### src/rtl/bt_pkg.sv
package bt_pkg;

    localparam int DIV_W     = 14;
    localparam int FAST_BASE = 4;
    localparam int FAST_STEP = 2;
    localparam int FAST_N    = 4;
    localparam int TONE_LO   = 2;

    typedef enum logic [1:0] {
        SRC_XTAL = 2'd0,
        SRC_SYS  = 2'd1,
        SRC_PRE  = 2'd2,
        SRC_OFF  = 2'd3
    } src_e;

    typedef struct packed {
        logic main_ev;
        logic fast_ev;
    } tmr_evt_t;

    function automatic int fast_tap(input int idx, input int base, input int step);
        return base + step * idx;
    endfunction

endpackage

### src/rtl/bt_tick_mux.sv
module bt_tick_mux
    import bt_pkg::*;
(
    input  logic       xtal_tick,
    input  logic       pre_tick,
    input  logic [1:0] src_sel,
    output logic       adv
);
    src_e src;
    assign src = src_e'(src_sel);

    always_comb begin
        case (src)
            SRC_XTAL: adv = xtal_tick;
            SRC_SYS:  adv = 1'b1;
            SRC_PRE:  adv = pre_tick;
            default:  adv = 1'b0;
        endcase
    end
endmodule

### src/rtl/bt_divider.sv
module bt_divider
    import bt_pkg::*;
#(
    parameter int W     = DIV_W,
    parameter int FB    = FAST_BASE,
    parameter int FS    = FAST_STEP,
    parameter int NF    = FAST_N,
    localparam int SW   = (NF > 1) ? $clog2(NF) : 1
) (
    input  logic          clk,
    input  logic          rst,
    input  logic          adv,
    input  logic          clr,
    input  logic [SW-1:0] fast_sel,
    output logic [W-1:0]  cnt,
    output tmr_evt_t      evt
);
    logic          step;
    logic [NF-1:0] tap_evt;

    assign step = adv & ~clr;

    for (genvar i = 0; i < NF; i++) begin : g_tap
        localparam int TB = fast_tap(i, FB, FS);
        assign tap_evt[i] = step & (&cnt[TB:0]);
    end

    assign evt.main_ev = step & (&cnt);
    assign evt.fast_ev = tap_evt[fast_sel];

    always_ff @(posedge clk) begin
        if (rst || clr) begin
            cnt <= '0;
        end else if (step) begin
            cnt <= cnt + 1'b1;
        end
    end
endmodule

### src/rtl/bt_flag.sv
module bt_flag (
    input  logic clk,
    input  logic rst,
    input  logic set,
    input  logic clr,
    output logic flag
);
    always_ff @(posedge clk) begin
        if (rst) begin
            flag <= 1'b0;
        end else begin
            flag <= set | (flag & ~clr);
        end
    end
endmodule

### src/rtl/bt_tone.sv
module bt_tone (
    input  logic [1:0] tone_bits,
    input  logic       en,
    input  logic       tone_sel,
    output logic       buzz
);
    always_comb begin
        buzz = en & (tone_sel ? tone_bits[1] : tone_bits[0]);
    end
endmodule

### src/rtl/rtc_base_timer.sv
module rtc_base_timer
    import bt_pkg::*;
(
    input  logic       clk,
    input  logic       rst,
    input  logic [1:0] src_sel,
    input  logic       xtal_tick,
    input  logic       pre_tick,
    input  logic       div_clr,
    input  logic [1:0] fast_sel,
    input  logic       buz_en,
    input  logic       buz_tone,
    input  logic       clr_main,
    input  logic       clr_fast,
    output logic       main_flag,
    output logic       fast_flag,
    output logic       buzz
);
    logic             adv;
    logic [DIV_W-1:0] cnt;
    tmr_evt_t         evt;
    logic [1:0]       ev_vec;
    logic [1:0]       clr_vec;
    logic [1:0]       flag_vec;

    bt_tick_mux u_mux (
        .xtal_tick (xtal_tick),
        .pre_tick  (pre_tick),
        .src_sel   (src_sel),
        .adv       (adv)
    );

    bt_divider #(
        .W  (DIV_W),
        .FB (FAST_BASE),
        .FS (FAST_STEP),
        .NF (FAST_N)
    ) u_div (
        .clk      (clk),
        .rst      (rst),
        .adv      (adv),
        .clr      (div_clr),
        .fast_sel (fast_sel),
        .cnt      (cnt),
        .evt      (evt)
    );

    assign ev_vec  = {evt.main_ev, evt.fast_ev};
    assign clr_vec = {clr_main, clr_fast};

    for (genvar k = 0; k < 2; k++) begin : g_flag
        bt_flag u_flag (
            .clk  (clk),
            .rst  (rst),
            .set  (ev_vec[k]),
            .clr  (clr_vec[k]),
            .flag (flag_vec[k])
        );
    end

    assign main_flag = flag_vec[1];
    assign fast_flag = flag_vec[0];

    bt_tone u_tone (
        .tone_bits (cnt[TONE_LO+1:TONE_LO]),
        .en        (buz_en),
        .tone_sel  (buz_tone),
        .buzz      (buzz)
    );
endmodule

### config.mk
export PLATFORM = sky130hd
export DESIGN_NAME = rtc_base_timer
export DESIGN_NICKNAME = d
export VERILOG_FILES = /design/src/rtl/bt_pkg.sv /design/src/rtl/bt_tick_mux.sv /design/src/rtl/bt_divider.sv /design/src/rtl/bt_flag.sv /design/src/rtl/bt_tone.sv /design/src/rtl/rtc_base_timer.sv
export SDC_FILE = /design/constraint.sdc
export NUM_CORES = 1
export LEC_CHECK = 0
export BUFFER_PORTS_ARGS = -buffer_cell sky130_fd_sc_hd__buf_4
export CORE_MARGIN = 2
export CORE_UTILIZATION = 40
export DETAILED_ROUTE_END_ITERATION = 10
export PLACE_DENSITY = 0.6
export SLEW_MARGIN = 20
export SYNTH_ARGS = -nofsm -noshare
export SYNTH_HDL_FRONTEND = slang
export SYNTH_HIERARCHICAL = 1
export SYNTH_SLANG_ARGS = --single-unit
### constraint.sdc
create_clock -name clk -period 2 [get_ports clk]
set_input_delay 0.1 -clock clk [delete_from_list [all_inputs] [get_ports clk]]
set_output_delay 0.1 -clock clk [all_outputs]
set_load 0.02 [all_outputs]
==> qor.txt <==
status -> finished clean
cell with the most instances after synthesis -> dfxtp_1
Synth top area share -> 35.02%
area post-placement -> 1047 um2
Max Slew Vio Count -> 0
routability cong. -> 0.7309
DRT iter0 DRCs -> 7
DRT antenna net count -> 0
Reg clk slew, reported paths -> 90 ps
layout cells sized above 1 -> 26.32%
Max-cap violations -> 0
synth-to-layout area growth -> 16.96%
R2R Path End -> g_flag[0].u_flag/flag$_SDFF_PP0_
R2R setup slack -> 250 ps
RR Startpoint -> u_div/cnt[0]$_SDFFE_PP0P_
final WL -> 1798 um
total track usage -> 16.39%
normalized max-slew margin -> 75.04%
PwrDens -> 511.4 nW/um2
antenna violations before repair -> 0
total die area -> 2685 um2
Synth Cell Area -> 914.6 um2
clock sink count -> 16
Fin Hold WS -> 13.28 ps
PnR Total Power -> 547.1 uW
Die H -> 51.82 um
vias per cell -> 5.430
fin area -> 1070 um2
worst hold endpoint -> g_flag[1].u_flag/flag$_SDFF_PP0_
largest net degree at the start of global routing -> 12
Synthesis Warnings -> 6
I/O pins -> 16
Setup TNS Final -> 0 ps
Fin. Hold Viols -> 0
Most used DFF post-synth -> dfxtp_1
Clk Latency, worst-skew pair -> 280 ps
synth top area cells -> dfxtp_1 (35%), mux2i_1 (9.8%), nor4_2 (5.5%)
vias in the first global route -> 731
Synth top cells by count -> dfxtp_1 (16), mux2i_1 (9), nand2_1 (8)
core area -> 2191 um2
CP endpoint kind -> flop
antenna cell count -> 0
first-pass GRT wire length -> 3318 um
Peak Freq -> 570.0 MHz
buffers and inverters on the worst path -> 1
Syn Area/Cell -> 9.429 um2
TritonCTS buffer count -> 3
CP peak stage delay -> 420 ps
vias after detailed routing -> 771
minimum clock period -> 1754 ps
worst hold start -> rst
FF+latch count, synth -> 16
Crit Path Category -> flop to flop
Std-Cell Rows -> 17
critical path peak fanout -> 5
# nets final -> 132
Cells after Synth -> 97
final setup vio count -> 0
crit-path cells -> ha_1 -> nand2_1 -> nor3_1 -> ha_1 -> mux2i_1 -> nor4b_1 -> a21o_1 -> inv_1 -> a21oi_2
Post-CTS Resized -> 0
starting density of the core -> 41.75%
dpl hpwl -> 1347 um
H-tree depth -> 1
wire per inst -> 12.66 um
CP Launch Type -> flop
drt drc -> 0
IO buf count -> 15
crit path DAT -> 1980 ps
RSZ-0062 raised after global routing -> false
largest area contributor in the netlist -> dfxtp_1
FILL cells -> 227
Worst Hold Class -> input pin to flop
VDD IR max -> 0.2533 mV
Final Cycle Share -> 87.71%
family with the most delay on the worst path -> adder cells
CTS tree -> yes
Root Buffer -> clkbuf_4
register area -> 320.3 um2
maximum clock path buffer count -> 2
most used cell along the critical path -> ha_1
WP data required -> 2220 ps
Overflow after GRT -> 0
Post-synth EDFFs -> 0
sequential share of the synthesized area -> 35.02%
fraction of registers with async set/reset -> 0%
multi-input logic area -> 545.5 um2
slowest stage cell, crit path -> dfxtp_1
DR pass1 iterations -> 4
Setup Skew -> 2.560 ps
Levels on crit path -> 9
FF-to-FF path depth -> 9
Leakage -> 0.0004482 uW
post-synthesis cell type count -> 30
synthesized net count -> 113
die width -> 51.82 um
worst slew pin tran -> 374.5 ps
# Post-CTS Setup Buffers -> 0
Worst Hold Depth -> 2
hold buffer count at cts -> 0
==> cells in the final DEF (no fill, tap or decap) <==
master	Yosys	final
or3_1	6	6
ha_1	3	3
nor2_1	6	6
dfxtp_1	16	16
xnor2_1	2	2
nand4b_4	2	2
or2_1	1	1
nand2b_1	2	2
and3_1	2	2
nor4_2	4	4
nand2_1	8	8
a21oi_2	2	2
nor3_1	2	2
buf_4	0	17
clkbuf_4	1	3
o31ai_1	2	2
nand3b_1	1	1
nand2b_4	1	1
inv_1	4	4
a211oi_1	1	1
inv_2	1	1
nand4_1	2	2
a21o_1	1	1
a21oi_1	6	6
nand3_1	3	3
nor4b_1	1	1
nor2b_1	1	1
o21ai_0	3	3
or4_1	2	2
mux2i_1	9	9
==> metal layers <==
layer | vias to the layer above | wire (um) | track usage [%]
li1 | 389 | - | -
met1 | 364 | 928 | 23.53
met2 | 16 | 782 | 23.63
met3 | 2 | 72 | 3.448
met4 | 0 | 14 | 6.579
met5 | - | 0 | 0
==> worst max-delay path by stage <==
stage | from | endpoint | slack (ps)
after detailed placement | u_div/cnt[0]$_SDFFE_PP0P_ | g_flag[0].u_flag/flag$_SDFF_PP0_ | 280
after floorplan | u_div/cnt[0]$_SDFFE_PP0P_ | g_flag[0].u_flag/flag$_SDFF_PP0_ | 410
after global placement | u_div/cnt[0]$_SDFFE_PP0P_ | g_flag[0].u_flag/flag$_SDFF_PP0_ | 330
final | u_div/cnt[0]$_SDFFE_PP0P_ | g_flag[0].u_flag/flag$_SDFF_PP0_ | 250
after global routing | u_div/cnt[0]$_SDFFE_PP0P_ | g_flag[0].u_flag/flag$_SDFF_PP0_ | 130
after CTS | u_div/cnt[0]$_SDFFE_PP0P_ | g_flag[0].u_flag/flag$_SDFF_PP0_ | 250
==> state kept, by name, summed over array words and instances (netlist names) <==
| signal | flops |
|---|---|
| u_div/cnt | 14 |
| g_flag.u_flag/flag | 2 |
==> per-stage QoR <==
step / utilization, % / setup slack (ps) / cells
2_1_floorplan: - / 409.0 / 97
3_5_place_dp: 47.80 / 277.8 / 139
5_1_grt: 48.83 / 126.2 / 142
6_report: 48.83 / 245.7 / 142
4_1_cts: 48.83 / 247.3 / 142
3_3_place_gp: 47.80 / 326.5 / 139
==> report_power, final <==
| part | total [uW] | internal [uW] | switching, uW |
|---|---|---|---|
| registers | 323 | 320 | 2.42 |
| logic | 55.3 | 30.9 | 24.3 |
| clock network | 169 | 69.8 | 99.4 |
| total | 547 | 421 | 126 |
==> layout make-up <==
class	instances	area share (%)
clock buffers	3	2.105
inverters	5	1.754
multi-input cells	73	50.99
flip-flops and latches	16	29.94
well taps	28	3.275
repair buffers	17	11.93
==> cell families (layout without fill, tap and decap cells) <==
kind of cell    Yosys count  in the layout  share of synthesized area, %
compound gates           15             15                         10.12
mux                       9              9                         9.850
xor+xnor                  2              2                         1.916
simple gates             44             44                         33.65
buf+inv                   8             25                         5.334
fa+ha+maj                 3              3                         4.104
flops                    16             16                         35.02
Note: power is estimated with default switching activity, not from simulation.
